**config.mk**
```make
export PLATFORM = sky130hd
export DESIGN_NAME = adc_seq_ctrl
export DESIGN_NICKNAME = d
export VERILOG_FILES = /design/src/rtl/adc_seq_pkg.sv /design/src/rtl/adc_seq_regif.sv /design/src/rtl/adc_seq_fsm.sv /design/src/rtl/adc_result_bank.sv /design/src/rtl/adc_seq_ctrl.sv
export SDC_FILE = /design/constraint.sdc
export NUM_CORES = 1
export LEC_CHECK = 0
export ABC_AREA = 1
export CORE_ASPECT_RATIO = 0.8
export CORE_MARGIN = 3
export CORE_UTILIZATION = 45
export CTS_BUF_LIST = sky130_fd_sc_hd__clkbuf_8 sky130_fd_sc_hd__clkbuf_16
export DETAILED_ROUTE_END_ITERATION = 7
export HOLD_SLACK_MARGIN = 0.06
export PLACE_DENSITY = 0.76
export REMOVE_ABC_BUFFERS = 1
export SLEW_MARGIN = 20
export SYNTH_ARGS = -nofsm -noshare
export SYNTH_HDL_FRONTEND = slang
export SYNTH_SLANG_ARGS = --single-unit
```
**constraint.sdc**
```tcl
create_clock -name clk -period 1.97 [get_ports clk]
set_clock_uncertainty 0.05 [all_clocks]
set_input_delay 0.394 -clock clk [delete_from_list [all_inputs] [get_ports clk]]
set_output_delay 0.394 -clock clk [all_outputs]
set_load 0.01 [all_outputs]
```
**src/rtl/adc_seq_pkg.sv**
```systemverilog
package adc_seq_pkg;

    localparam int CHAN_W    = 4;
    localparam int RES_W     = 10;
    localparam int NRES      = 8;
    localparam int SHORT_LEN = 4;
    localparam int IDX_W     = $clog2(NRES);
    localparam int ADDR_W    = 4;
    localparam int DATA_W    = 16;
    localparam int RES_BASE  = 8;

    localparam logic [ADDR_W-1:0] ADDR_CTRL = ADDR_W'(0);
    localparam logic [ADDR_W-1:0] ADDR_STAT = ADDR_W'(1);

    typedef struct packed {
        logic              multi;
        logic              cont;
        logic              long_seq;
        logic [CHAN_W-1:0] first_ch;
    } ctrl_t;

    localparam int CTRL_W = $bits(ctrl_t);

    typedef enum logic [1:0] {
        ST_IDLE,
        ST_ISSUE,
        ST_WAIT,
        ST_DRAIN
    } seq_state_e;

    function automatic logic [IDX_W-1:0] last_index(ctrl_t c);
        return c.long_seq ? IDX_W'(NRES - 1) : IDX_W'(SHORT_LEN - 1);
    endfunction

    function automatic logic [CHAN_W-1:0] pick_chan(ctrl_t c, logic [IDX_W-1:0] k);
        logic [CHAN_W-1:0] step;
        step = CHAN_W'(k);
        return c.multi ? (c.first_ch + step) : c.first_ch;
    endfunction

endpackage

```
**src/rtl/adc_seq_regif.sv**
```systemverilog
module adc_seq_regif
    import adc_seq_pkg::*;
(
    input  logic                       clk,
    input  logic                       rst,
    input  logic                       reg_wr,
    input  logic                       reg_rd,
    input  logic [ADDR_W-1:0]          reg_addr,
    input  logic [DATA_W-1:0]          reg_wdata,
    output logic [DATA_W-1:0]          reg_rdata,
    output ctrl_t                      ctrl,
    output logic                       ctrl_wr,
    output logic [NRES-1:0]            rd_clear,
    input  logic [NRES-1:0]            flags,
    input  logic                       seq_flag,
    input  logic [NRES-1:0][RES_W-1:0] results
);

    logic unused_wdata_hi;
    assign unused_wdata_hi = ^reg_wdata[DATA_W-1:CTRL_W];

    assign ctrl_wr = reg_wr && (reg_addr == ADDR_CTRL);

    always_ff @(posedge clk) begin
        if (rst) begin
            ctrl <= '0;
        end else if (ctrl_wr) begin
            ctrl <= ctrl_t'(reg_wdata[CTRL_W-1:0]);
        end
    end

    for (genvar k = 0; k < NRES; k++) begin : g_rdclr
        assign rd_clear[k] = reg_rd && (reg_addr == ADDR_W'(RES_BASE + k));
    end

    always_comb begin
        reg_rdata = '0;
        if (reg_addr == ADDR_CTRL) begin
            reg_rdata[CTRL_W-1:0] = ctrl;
        end else if (reg_addr == ADDR_STAT) begin
            reg_rdata[NRES:0] = {seq_flag, flags};
        end else if (reg_addr >= ADDR_W'(RES_BASE)) begin
            reg_rdata[RES_W-1:0] = results[reg_addr[IDX_W-1:0]];
        end
    end

endmodule

```
**src/rtl/adc_seq_fsm.sv**
```systemverilog
module adc_seq_fsm
    import adc_seq_pkg::*;
(
    input  logic              clk,
    input  logic              rst,
    input  ctrl_t             ctrl,
    input  logic              ctrl_wr,
    input  logic              cnv_done,
    output logic              cnv_start,
    output logic [CHAN_W-1:0] cnv_chan,
    output logic              wr_en,
    output logic [IDX_W-1:0]  wr_idx,
    output logic              seq_set
);

    seq_state_e       state;
    logic [IDX_W-1:0] idx;
    logic             at_last;
    logic             busy_conv;

    assign at_last   = (idx == last_index(ctrl));
    assign cnv_start = (state == ST_ISSUE);
    assign cnv_chan  = pick_chan(ctrl, idx);
    assign wr_en     = (state == ST_WAIT) && cnv_done && !ctrl_wr;
    assign wr_idx    = idx;
    assign seq_set   = wr_en && at_last;

    // A conversion is still in flight after this edge if it is being
    // started now, or is pending and its done pulse is not here yet.
    assign busy_conv = (state == ST_ISSUE) ||
                       (((state == ST_WAIT) || (state == ST_DRAIN)) && !cnv_done);

    always_ff @(posedge clk) begin
        if (rst) begin
            state <= ST_IDLE;
            idx   <= '0;
        end else if (ctrl_wr) begin
            idx   <= '0;
            state <= busy_conv ? ST_DRAIN : ST_ISSUE;
        end else begin
            unique case (state)
                ST_IDLE:  state <= ST_IDLE;
                ST_ISSUE: state <= ST_WAIT;
                ST_WAIT: begin
                    if (cnv_done) begin
                        if (!at_last) begin
                            idx   <= IDX_W'(idx + 1'b1);
                            state <= ST_ISSUE;
                        end else if (ctrl.cont) begin
                            idx   <= '0;
                            state <= ST_ISSUE;
                        end else begin
                            state <= ST_IDLE;
                        end
                    end
                end
                ST_DRAIN: begin
                    if (cnv_done) begin
                        state <= ST_ISSUE;
                    end
                end
                default: state <= ST_IDLE;
            endcase
        end
    end

endmodule

```
**src/rtl/adc_result_bank.sv**
```systemverilog
module adc_result_bank
    import adc_seq_pkg::*;
(
    input  logic                       clk,
    input  logic                       rst,
    input  logic                       clr_all,
    input  logic                       wr_en,
    input  logic [IDX_W-1:0]           wr_idx,
    input  logic [RES_W-1:0]           wr_data,
    input  logic                       seq_set,
    input  logic [NRES-1:0]            rd_clear,
    output logic [NRES-1:0][RES_W-1:0] results,
    output logic [NRES-1:0]            flags,
    output logic                       seq_flag
);

    for (genvar k = 0; k < NRES; k++) begin : g_slot
        logic hit;
        assign hit = wr_en && (wr_idx == IDX_W'(k));

        always_ff @(posedge clk) begin
            if (rst) begin
                results[k] <= '0;
                flags[k]   <= 1'b0;
            end else begin
                if (hit) begin
                    results[k] <= wr_data;
                end
                if (clr_all) begin
                    flags[k] <= 1'b0;
                end else if (hit) begin
                    flags[k] <= 1'b1;
                end else if (rd_clear[k]) begin
                    flags[k] <= 1'b0;
                end
            end
        end
    end

    always_ff @(posedge clk) begin
        if (rst || clr_all) begin
            seq_flag <= 1'b0;
        end else if (seq_set) begin
            seq_flag <= 1'b1;
        end
    end

endmodule

```
**src/rtl/adc_seq_ctrl.sv**
```systemverilog
module adc_seq_ctrl
    import adc_seq_pkg::*;
(
    input  logic              clk,
    input  logic              rst,
    input  logic              reg_wr,
    input  logic              reg_rd,
    input  logic [ADDR_W-1:0] reg_addr,
    input  logic [DATA_W-1:0] reg_wdata,
    output logic [DATA_W-1:0] reg_rdata,
    output logic              cnv_start,
    output logic [CHAN_W-1:0] cnv_chan,
    input  logic              cnv_done,
    input  logic [RES_W-1:0]  cnv_result
);

    ctrl_t                      ctrl_q;
    logic                       ctrl_wr;
    logic [NRES-1:0]            rd_clear;
    logic [NRES-1:0]            flags_q;
    logic                       seq_q;
    logic [NRES-1:0][RES_W-1:0] results;
    logic                       wr_en;
    logic [IDX_W-1:0]           wr_idx;
    logic                       seq_set;

    adc_seq_regif u_regif (
        .clk       (clk),
        .rst       (rst),
        .reg_wr    (reg_wr),
        .reg_rd    (reg_rd),
        .reg_addr  (reg_addr),
        .reg_wdata (reg_wdata),
        .reg_rdata (reg_rdata),
        .ctrl      (ctrl_q),
        .ctrl_wr   (ctrl_wr),
        .rd_clear  (rd_clear),
        .flags     (flags_q),
        .seq_flag  (seq_q),
        .results   (results)
    );

    adc_seq_fsm u_fsm (
        .clk       (clk),
        .rst       (rst),
        .ctrl      (ctrl_q),
        .ctrl_wr   (ctrl_wr),
        .cnv_done  (cnv_done),
        .cnv_start (cnv_start),
        .cnv_chan  (cnv_chan),
        .wr_en     (wr_en),
        .wr_idx    (wr_idx),
        .seq_set   (seq_set)
    );

    adc_result_bank u_bank (
        .clk      (clk),
        .rst      (rst),
        .clr_all  (ctrl_wr),
        .wr_en    (wr_en),
        .wr_idx   (wr_idx),
        .wr_data  (cnv_result),
        .seq_set  (seq_set),
        .rd_clear (rd_clear),
        .results  (results),
        .flags    (flags_q),
        .seq_flag (seq_q)
    );

endmodule

```
==> Yosys cells after proc, flatten, opt, wreduce, memory -nomap -nowiden <==
Cells that the tools add are included.
{ "classes": {"n_addsub": 2, "n_lt_le_gt_ge": 2, "eq_ne": 23, "n_mux": 34, "reduce_logical": 40} }
{ "ops": {"columns": ["operator", "n"], "rows": [
  ["$eq 4x4->1 const B", 8],
  ["$bmux 10 s3", 1],
  ["$logic_and 1x1->1", 21],
  ["$mux 10", 2],
  ["$mux 1", 18],
  ["$reduce_bool 2->1", 8],
  ["$eq 3x3->1 const B", 4],
  ["$mux 3", 4],
  ["$mux 2", 5],
  ["$mux 9", 1],
  ["$pmux 2 s4", 1],
  ["$mux 7", 1],
  ["$eq 3x2->1 const B", 2],
  ["$ne 3x2->1 const B", 2],
  ["$add 4x3->4", 1],
  ["$eq 2x2->1 const B", 2],
  ["$eq 4x1->1 const B", 1],
  ["$ge 4x4->1 const B", 1],
  ["$logic_not 4->1", 1],
  ["$lt 3x4->1 const B", 1],
  ["$mux 4", 1],
  ["$add 3x1->3 const B", 1],
  ["$eq 3x1->1 const B", 1],
  ["$eq 3x3->1", 1],
  ["other kinds (9)", 12]
]} }
{ "totals": {"reg_bits": 101, "in_bits": 35, "output_inout_bits": 21, "wordCells": 124} }

==> Longest topological paths before layout <==
{ "depth": {"depth_word": 6, "ltp_mapped": 8} }

==> Hierarchy <==
A second synthesis with hierarchy kept.
{ "unflattened": {"hier_cells": 848, "hier_area_um2": 5296.3} }
{ "modules_own_cells": {"columns": ["module", "n_inst", "cells_per_inst", "area_each_um2", "seq_area_each_um2"], "rows": [
  ["adc_result_bank", 1, 506, 3513.4, 1781.7],
  ["adc_seq_regif", 1, 280, 1341.3, 140.1],
  ["adc_seq_fsm", 1, 62, 441.7, 100.1]
]} }

==> Worst setup path before layout <==
Ideal clock, no wire load.
{ "synth_timing": {"kind": "register to output", "from": "register u_fsm.idx[0], in the netlist u_fsm.wr_idx[0]", "to": "output port cnv_chan[2]", "arrival_time_ps": 1379, "required_time_ps": 1526, "setup_slack_ps": 147, "path_stages_with_launch": 6, "cell_sequence": "dfxtp_1 -> ha_1 -> inv_1 -> fa_1 -> xor2_1 -> o21ai_0"} }
{ "synth_via": {"elab_chain_cells": 2} }
{ "synth_lines": {"columns": ["element", "line", "rtl"], "rows": [
  ["from (decl)", "adc_seq_fsm.sv:17", "logic [IDX_W-1:0] idx;"],
  ["from (signal assigned)", "adc_seq_fsm.sv:47", "idx <= IDX_W'(idx + 1'b1);"],
  ["$add 4x3->4", "adc_seq_pkg.sv:38", "return c.multi ? (c.first_ch + step) : c.first_ch;"],
  ["$mux 4", "adc_seq_pkg.sv:38", null],
  ["to (decl)", "adc_seq_ctrl.sv:12", "output logic [CHAN_W-1:0] cnv_chan,"]
]} }
No other way between the ends.

==> Worst setup path in the final report <==
{ "layout_timing": {"from": "register u_regif.ctrl[0] (netlist name)", "to": "output port cnv_chan[2]"} }
{ "layout_via": {"elab_chain_cells": 2} }
{ "layout_lines": {"columns": ["element", "line"], "rows": [
  ["$add 4x3->4", "adc_seq_pkg.sv:38"],
  ["$mux 4", "adc_seq_pkg.sv:38"]
]} }
No other way between the ends.

==> metrics <==
status finished, violations left; failing checks negative setup slack; Synth cell types 26; layout cells sized above 1 20.4%; overflow left after global routing 0; Hold Crit Class reg -> reg; Critical Path AT 1610 ps; Critical Path RT 1530 ps; clk sink count 101; die width 125 um; Routed WL per cell 15.9 um; ANT cells 0; max_cap viols 0; hold endpoint u_bank.results[28]; # DRC 0; clk_lat worst skew 360 ps; Main synth FF type dfxtp_1; H-tree levels 3; worst setup margin -80.6 ps; Reg clk slew, reported paths 70 ps; hold depth 2; All-Layer GR Usage 24.5%; initial core utilization 46.6%; Finished Cell Area 0.00676 mm2; Fin Setup TNS -195 ps; CP startpoint u_regif.ctrl[0]; Vias/cell 5.42; Cell Area, Synth 0.00512 mm2; commonest cells after routing, fill and taps aside nand2_1 (205), dfxtp_1 (96), nor2_1 (86); # hold bufs at CTS 0; post-synthesis compound-gate area fraction 13.2%; r2r startpoint u_fsm.wr_idx[1]; clock tree buffer depth 2; first-pass GRT wire length 24900 um; xor and xnor area share after synthesis 0.342%; # port buffers 40; Initial DRC Count 658; CP Max Fanout 2; depth of the most critical reg-to-reg path 10; total power 4.32 mW; largest net degree at the start of global routing 44; DP Cell Count 962; Slew Viols, Final 0; Hold Startpoint u_bank.results[28]; Post-Syn Area per Cell 6.78 um2; Final ANT Viol Nets 0; sequential cell area fraction in the yosys report 39.5%; Area Growth Syn to Fin 32.1%; Synth Area in Simple Gates 33.1%; Worst IR Drop VDD 479 uV; endpoints failing setup 3; Die Height 101 um; count of state elements after synthesis 101; gpl congestion 0.888; commonest non-fill, non-tap cell in the layout nand2_1; PD cells 640 mW/mm2; total number of vias 5355; vias in the first global route 4922; adder and majority gate portion of the synthesized area 2.59%; kind of critical path reg -> out; Syn Inst Count 755; mux contribution to synthesized area 0%; reg2reg setup slack 330 ps; WL final 15700 um; Placed Instance Area 0.00614 mm2; Post-synth EDFFs 0; IO Count 56; CTS Buf Count 9; worst hold slack 412 ps; die area 0.0127 mm2; Tcrit/Tclk final 104%; leakage power 2.92 nW; FFs w/ async S/R, synth 0%; min cycle time layout 2050 ps; largest family of logic cells by synthesized area simple AND/OR/NAND/NOR gates; antenna violations before repair 0; Hold Fails Final Rpt 0; RSZ-0062 raised after global routing yes; nets 884; Row Count 34; crit path launch type register; DP HPWL 9980 um; Critical Path End Type output port; core area 0.0110 mm2; Max Freq 488 MHz; Synth Warn # 0; CTS tree built; Reg-to-Reg End u_bank.results[16]; Root Driver clkbuf_16; DRT Pass-1 Iters 5; final non-filler cell total 988
==> worst max-delay path: stages, from the launching register on <==
cell	delay [ps]
dfxtp_2	350
ha_4	150
inv_2	40
fa_2	320
xor2_1	150
o21ai_1	110
buf_2	140
==> cell type report <==
cell class                 count  area (um2)
tap                          144         180
multi-input combinational    536        2700
clock buffer                  10         239
fill                         965        4220
timing repair buffer         126        1290
inverter                      65         244
clock inverter                 6        76.3
sequential                   101        2030
==> timing repair <==
item                                    CTS  global route
cloned                                    3             2
endpoints found under the setup margin   20            14
buffers inserted                          4             2
pin swaps                                10            29
resized for setup                       121            47
==> through the flow <==
step | worst slack (ps) | util [%]
4_1_cts | -95.3 | 60.3
3_3_place_gp | -831 | 56.0
6_report | -80.6 | 61.6
3_5_place_dp | -846 | 56.0
5_1_grt | -157 | 61.6
2_1_floorplan | -422 | -
==> worst max-delay path by stage <==
stage	endpoint	slack, ps	cells after the start
2_1_floorplan	u_bank.results[11]	-420	6
3_3_place_gp	reg_rdata[6]	-830	8
3_5_place_dp	reg_rdata[6]	-850	7
4_1_cts	cnv_chan[2]	-100	6
5_1_grt	cnv_chan[2]	-160	6
6_report	cnv_chan[2]	-80	6
==> sequential cells by signal, summed over array words and instances, names as in the netlist <==
signal	flops
u_bank.flags	8
u_fsm.wr_idx	3
u_regif.ctrl	7
u_bank.seq_flag	1
u_fsm.state	2
u_bank.results	80
==> cell families (layout without fill, tap and decap cells) <==
kind of cell               count (synthesis)  after routing
AOI/OAI and AO/OA                        134            134
xor gates and xnor gates                   2              2
other                                      1              6
DFF                                      101            101
buffers and inverters                    123            207
and+or+nand+nor                          384            384
adders and majority gates                 10             10
==> routing by layer <==
layer	vias up	track usage (%)	part of all wire [%]
met3	44	6.01	8.3
met4	0	8.67	2.8
met5	-	0	0
met1	2455	31.9	43
li1	2596	-	-
met2	260	40.2	46
==> power breakdown <==
group | internal, mW | total (mW) | switching, mW
clock network | 1.04 | 1.91 | 0.862
logic | 0.162 | 0.367 | 0.205
registers | 2.05 | 2.05 | 0.00512
==> synthesized netlist by cell type (8+ instances only) <==
| library cell | number | area, um2 |
|---|---|---|
| a21oi_1 | 62 | 310 |
| buf_2 | 24 | 120 |
| buf_4 | 16 | 120 |
| clkbuf_1 | 14 | 52.6 |
| dfxtp_1 | 101 | 2020 |
| ha_1 | 9 | 113 |
| inv_1 | 63 | 236 |
| nand2_1 | 217 | 815 |
| nand3_1 | 13 | 65.1 |
| nand3_2 | 8 | 80.1 |
| nand4_1 | 45 | 282 |
| nor2_1 | 87 | 327 |
| o21ai_0 | 71 | 355 |
No activity file was read; power rests on OpenSTA's default activity.
